**src/rtl/arrival_order_pkg.sv**
```systemverilog
package arrival_order_pkg;
    localparam int NUM_IN = 3;
    localparam int RANK_W = $clog2(NUM_IN + 1);

    localparam logic [RANK_W-1:0] RANK_NONE = '0;

    typedef enum logic [1:0] {
        ST_IDLE = 2'd0,
        ST_ONE  = 2'd1,
        ST_TWO  = 2'd2,
        ST_ALL  = 2'd3
    } phase_e;

    function automatic logic [RANK_W-1:0] rank_from_capture(input logic [NUM_IN-1:0] cap);
        logic [RANK_W-1:0] cnt;
        cnt = RANK_W'(1);
        for (int k = 0; k < NUM_IN; k++) begin
            cnt = cnt + RANK_W'(cap[k]);
        end
        return cnt;
    endfunction
endpackage

```
**src/rtl/ao_sync.sv**
```systemverilog
module ao_sync #(
    parameter int WIDTH  = 3,
    parameter int STAGES = 2
) (
    input  logic             clk,
    input  logic             rst,
    input  logic [WIDTH-1:0] async_i,
    output logic [WIDTH-1:0] level_o,
    output logic [WIDTH-1:0] rise_o
);
    logic [WIDTH-1:0] stage_q [STAGES];
    logic [WIDTH-1:0] prev_q;

    always_ff @(posedge clk) begin
        if (rst) begin
            for (int s = 0; s < STAGES; s++) stage_q[s] <= '0;
            prev_q <= '0;
        end else begin
            stage_q[0] <= async_i;
            for (int s = 1; s < STAGES; s++) stage_q[s] <= stage_q[s-1];
            prev_q <= stage_q[STAGES-1];
        end
    end

    assign level_o = stage_q[STAGES-1];
    assign rise_o  = stage_q[STAGES-1] & ~prev_q;
endmodule

```
**src/rtl/ao_phase_fsm.sv**
```systemverilog
module ao_phase_fsm
    import arrival_order_pkg::*;
#(
    parameter int WIDTH = NUM_IN
) (
    input  logic             clk,
    input  logic             rst,
    input  logic [WIDTH-1:0] level_i,
    input  logic [WIDTH-1:0] rise_i,
    output logic             accept_o,
    output logic             clear_o,
    output logic             order_known_o,
    output logic             all_arrived_o,
    output logic             double_rise_o
);
    phase_e state_q, state_d;
    logic   multi;

    assign multi    = (rise_i & (rise_i - WIDTH'(1))) != '0;
    assign accept_o = (rise_i != '0) && !multi;
    assign clear_o  = (level_i == '0);

    always_ff @(posedge clk) begin
        if (rst) state_q <= ST_IDLE;
        else     state_q <= state_d;
    end

    always_comb begin
        state_d = state_q;
        if (clear_o) begin
            state_d = ST_IDLE;
        end else if (accept_o) begin
            unique case (state_q)
                ST_IDLE: state_d = ST_ONE;
                ST_ONE:  state_d = ST_TWO;
                ST_TWO:  state_d = ST_ALL;
                ST_ALL:  state_d = ST_ALL;
            endcase
        end
    end

    always_ff @(posedge clk) begin
        if (rst) begin
            order_known_o <= 1'b0;
            all_arrived_o <= 1'b0;
            double_rise_o <= 1'b0;
        end else begin
            order_known_o <= (state_d == ST_TWO) || (state_d == ST_ALL);
            all_arrived_o <= (state_d == ST_ALL);
            if (multi) double_rise_o <= 1'b1;
        end
    end

    AST_ERR_STICKY: assert property (@(posedge clk) disable iff (rst)
        double_rise_o |=> double_rise_o);
    AST_MULTI_HOLDS: assert property (@(posedge clk) disable iff (rst)
        multi |=> $stable(state_q));
    AST_FIRST_STEP: assert property (@(posedge clk) disable iff (rst)
        (accept_o && state_q == ST_IDLE) |=> (state_q == ST_ONE) && !order_known_o);
    AST_ALL_LEVELS: assert property (@(posedge clk) disable iff (rst)
        ((state_q == ST_ALL) && (level_i != '0)) |-> (level_i == '1));
endmodule

```
**src/rtl/ao_rank.sv**
```systemverilog
module ao_rank
    import arrival_order_pkg::*;
#(
    parameter int WIDTH = NUM_IN
) (
    input  logic                    clk,
    input  logic                    rst,
    input  logic [WIDTH-1:0]        level_i,
    input  logic [WIDTH-1:0]        rise_i,
    input  logic                    accept_i,
    input  logic                    clear_i,
    output logic [WIDTH*RANK_W-1:0] rank_o
);
    logic [WIDTH-1:0] cap_q   [WIDTH];
    logic [WIDTH-1:0] arrived_q;

    for (genvar i = 0; i < WIDTH; i++) begin : g_in
        logic [WIDTH-1:0] others;
        assign others = level_i & ~(WIDTH'(1) << i);

        always_ff @(posedge clk) begin
            if (rst || clear_i) begin
                cap_q[i]     <= '0;
                arrived_q[i] <= 1'b0;
            end else if (accept_i && rise_i[i]) begin
                cap_q[i]     <= others;
                arrived_q[i] <= 1'b1;
            end
        end

        assign rank_o[i*RANK_W +: RANK_W] =
            arrived_q[i] ? rank_from_capture(cap_q[i]) : RANK_NONE;

        AST_RANK_STABLE: assert property (@(posedge clk) disable iff (rst)
            (!clear_i && !(accept_i && rise_i[i])) |=> $stable(rank_o[i*RANK_W +: RANK_W]));
    end
endmodule

```
**src/rtl/arrival_order.sv**
```systemverilog
module arrival_order
    import arrival_order_pkg::*;
(
    input  logic                     clk,
    input  logic                     rst,
    input  logic [NUM_IN-1:0]        evt_i,
    output logic [NUM_IN*RANK_W-1:0] rank_o,
    output logic                     order_known_o,
    output logic                     all_arrived_o,
    output logic                     double_rise_o
);
    logic [NUM_IN-1:0] level, rise;
    logic              accept, clear;

    ao_sync #(.WIDTH(NUM_IN), .STAGES(2)) u_sync (
        .clk     (clk),
        .rst     (rst),
        .async_i (evt_i),
        .level_o (level),
        .rise_o  (rise)
    );

    ao_phase_fsm #(.WIDTH(NUM_IN)) u_fsm (
        .clk           (clk),
        .rst           (rst),
        .level_i       (level),
        .rise_i        (rise),
        .accept_o      (accept),
        .clear_o       (clear),
        .order_known_o (order_known_o),
        .all_arrived_o (all_arrived_o),
        .double_rise_o (double_rise_o)
    );

    ao_rank #(.WIDTH(NUM_IN)) u_rank (
        .clk      (clk),
        .rst      (rst),
        .level_i  (level),
        .rise_i   (rise),
        .accept_i (accept),
        .clear_i  (clear),
        .rank_o   (rank_o)
    );

    logic [1:0] n_ranked;
    logic [1:0] n_first;
    always_comb begin
        n_ranked = '0;
        n_first  = '0;
        for (int i = 0; i < NUM_IN; i++) begin
            if (rank_o[i*RANK_W +: RANK_W] != RANK_NONE) n_ranked = n_ranked + 2'd1;
            if (rank_o[i*RANK_W +: RANK_W] == RANK_W'(1)) n_first = n_first + 2'd1;
        end
    end

    AST_KNOWN_TWO_RANKS: assert property (@(posedge clk) disable iff (rst)
        order_known_o |-> (n_ranked >= 2'd2));
    AST_ONE_FIRST: assert property (@(posedge clk) disable iff (rst)
        n_first <= 2'd1);
    AST_ALL_KNOWN: assert property (@(posedge clk) disable iff (rst)
        all_arrived_o |-> order_known_o);
endmodule

```
**config.mk**
```make
export PLATFORM = sky130hd
export DESIGN_NAME = arrival_order
export DESIGN_NICKNAME = d
export VERILOG_FILES = /design/src/rtl/arrival_order_pkg.sv /design/src/rtl/ao_sync.sv /design/src/rtl/ao_phase_fsm.sv /design/src/rtl/ao_rank.sv /design/src/rtl/arrival_order.sv
export SDC_FILE = /design/constraint.sdc
export NUM_CORES = 1
export LEC_CHECK = 0
export BUFFER_PORTS_ARGS = -buffer_cell sky130_fd_sc_hd__buf_2
export CORE_UTILIZATION = 57
export CTS_BUF_LIST = sky130_fd_sc_hd__clkbuf_4 sky130_fd_sc_hd__clkbuf_8
export CTS_CLUSTER_DIAMETER = 40
export DETAILED_ROUTE_END_ITERATION = 10
export PLACE_DENSITY_LB_ADDON = 0.05
export REMOVE_ABC_BUFFERS = 1
export SYNTH_ARGS = -nofsm -noshare
export SYNTH_HDL_FRONTEND = slang
export SYNTH_SLANG_ARGS = --single-unit
```
**constraint.sdc**
```tcl
create_clock -name clk -period 1.4 [get_ports clk]
set_input_delay 0.14 -clock clk [delete_from_list [all_inputs] [get_ports clk]]
set_output_delay 0.14 -clock clk [all_outputs]
set_load 0.01 [all_outputs]
```
==> impl_metrics.ini <==
[outcome]
status = finished clean

[timing]
tightest_slew_ns = 0.309
setup_viol_count_final = 0
finClkSkew_ns = 0.00201
whs_ns = 0.0383
post-route-period-util_pct = 95.3
final_hold_viol_count = 0
rsz0062_at_grt = true
drv_slew = 0
max_slew_margin_pct = 79.4
clock.fmax_mhz = 749
min_period_ns = 1.33

[layout]
num-nets-final = 118
syn2layout_area_growth_pct = 10.8
drive_above_1_share_pct = 22.9
register_area_um2 = 520
multi_input_comb_area_um2 = 364
diodes = 0
nFillCells = 127

[setup_path]
worst-setup-path-type = reg2reg
worst_ep_arrival_time_ns = 1.37
startpoint_type = register
cp_data_required_time_ns = 1.43
cp-end-kind = register
cp_max_fo = 5

[route]
num_vias = 634
detail_route.first_pass.iterations = 4
drc_errors = 0
route.antenna.remaining_nets = 0
routed_wl_um = 1310
routedWlPerCell_um = 10.5
dr.first_iter.drc_count = 10
via_per_inst = 5.07

[floorplanning]
die_area_um2 = 1830
die_height_um = 42.8
fp.dieW_um = 42.8
rows = 14
core_um2 = 1520
design.portCount = 14
initial_core_util_pct = 62.3

[clock_tree]
clock_latency_ns = 0.30
cts.htree.levels = 1
tritoncts = done
clk_pin_slew_ns = 0.11
cts.sinks = 23
cts-root-buf = clkbuf_4
ctsLongestPathBuffers = 2
cts_made_buffers = 3

[global_route]
grt_max_degree = 13
grt_overflow = 0
grt_antenna_before_repair = 0
grt_pass1_vias = 573
grt_pass1_wl_um = 2290
grt_usage_pct = 17.1

[logic_synthesis]
syn_area_um2 = 950
ys_ff_latch = 23
syn_inst = 94
yosys_warnings = 0
syn_avg_cell_area_um2 = 10.1
ys_seq_area_share_pct = 54.8
yosysUniqueCellTypes = 27

[placed_design]
post-dp-hpwl_um = 1020
port_buffers = 13
gp_congestion = 0.807

[power]
p_leak_nw = 0.452
peakVddDrop_uv = 719
total_power_w = 0.00112
power.density_nw_per_um2 = 1060

[min_path]
hp-class = in2reg

[flow_run]
drv_cap = 0
## cells in the mapped netlist (all sizes together)
| master | n | area (µm²) |
|---|---|---|
| dfxtp | 17 | 340 |
| nor2 | 15 | 56.3 |
| inv | 12 | 45.0 |
| nor2b | 12 | 82.6 |
| edfxtp | 6 | 180 |
| a21oi | 4 | 23.8 |
| nand2b | 4 | 25.0 |
| ha | 3 | 37.5 |
| nand2 | 3 | 11.3 |
| nor3 | 3 | 20.0 |
| buf | 2 | 16.3 |
| o211ai | 2 | 15.0 |
| or3 | 2 | 17.5 |
| a211oi | 1 | 12.5 |
| clkbuf | 1 | 3.75 |
| maj3 | 1 | 10.0 |
| nand3 | 1 | 5.00 |
| nor3b | 1 | 12.5 |
| o21ai | 1 | 5.00 |
| or2 | 1 | 6.26 |
| or2b | 1 | 7.51 |
| xnor2 | 1 | 16.3 |
## stage by stage
stage / utilization, % / TNS, ns / std cells / setup slack (ns) / area (µm²)
after floorplan: - / 0 / 91 / 0.130 / 930
after global placement: 67.1 / 0 / 121 / 0.108 / 1020
after detailed placement: 67.1 / 0 / 121 / 0.0799 / 1020
after CTS: 69.0 / 0 / 125 / 0.0470 / 1050
after global routing: 69.0 / -0.0291 / 125 / -0.0266 / 1050
final: 69.0 / 0 / 125 / 0.0653 / 1050
## cell type report
class	count	area share, %
Sequential cell	23	49.5
Multi-Input combinational cell	56	34.6
Timing Repair Buffer	14	6.90
Inverter	12	4.28
Clock buffer	4	2.85
Tap cell	16	1.90
## timing repair
item | CTS | global route
hold buffers | 0 | 0
hold endpoints to repair | 0 | 0
endpoints found under the setup margin | 0 | 2
gates resized for setup | 0 | 0
buffers inserted | 0 | 0
## cells in the final DEF (no fill, tap or decap)
cell and n:
ha_1 3, buf_2 13, or2b_1 1, nor2_1 15, nand3_1 1, a21oi_2 1
clkbuf_4 4, nor2b_1 11, nor3b_2 1, a211oi_2 1, buf_4 1, inv_1 12
maj3_1 1, or3_1 1, nor3_2 1, edfxtp_1 6, or3_4 1, o21ai_1 1
o211ai_1 2, or2_1 1, nand2b_1 4, nor2b_4 1, dfxtp_1 17, nor3_1 2
xnor2_2 1, a21oi_1 3, nand2_1 3
## kinds of logic (layout without fill, tap and decap cells)
kind of cell               count (synthesis)  in the layout  share of synthesized area [%]
and+or+nand+nor                           43             43                           25.7
DFF                                       23             23                           54.8
buffers and inverters                     15             30                           6.85
AOI/OAI and AO/OA                          8              8                           5.93
adders and majority gates                  4              4                           5.01
xor gates and xnor gates                   1              1                           1.71
## worst max-delay path, cell delays in order, from the launching register on
cell,delay (ns)
dfxtp_1,0.35
nor2b_1,0.18
or3_4,0.42
nand2_1,0.12
## flip-flops by register name, summed over array words and instances (netlist names)
| register | flops |
|---|---|
| u_fsm.order_known_o | 1 |
| u_sync.prev_q | 3 |
| u_sync.stage_q | 6 |
| u_fsm.all_arrived_o | 1 |
| u_fsm.state_q | 2 |
| u_rank.arrived_q | 3 |
| u_fsm.double_rise_o | 1 |
| u_rank.cap_q | 6 |
## final timing paths
path | start | to | slack, ns | cells past startpoint
max | u_sync.stage_q[0][3]$_SDFF_PP0_ | u_rank.cap_q[1][0]$_SDFFCE_PN0P_ | 0.07 | 3
min | evt_i[1] | u_sync.stage_q[0][1]$_SDFF_PP0_ | 0.04 | 2
max reg2reg | u_sync.stage_q[0][3]$_SDFF_PP0_ | u_rank.cap_q[1][0]$_SDFFCE_PN0P_ | 0.07 | 3
min reg2reg | u_sync.stage_q[0][2]$_SDFF_PP0_ | u_sync.stage_q[0][5]$_SDFF_PP0_ | 0.45 | 1
## per-layer routing
metal	track usage, %	vias to the layer above	wire (µm)
met4	11.3	0	38
met3	3.83	5	57
met1	20.3	283	591
li1	-	327	-
met2	27.6	19	623
met5	0	-	0
## power breakdown
group	total (W)	leakage (nW)	switching (W)	internal, W
Sequential	0.000714	0.208	0.00000893	0.000705
Clock	0.000314	0.0184	0.000184	0.000131
Combinational	0.0000907	0.225	0.0000509	0.0000398
Note: power is estimated with default switching activity, not from simulation.
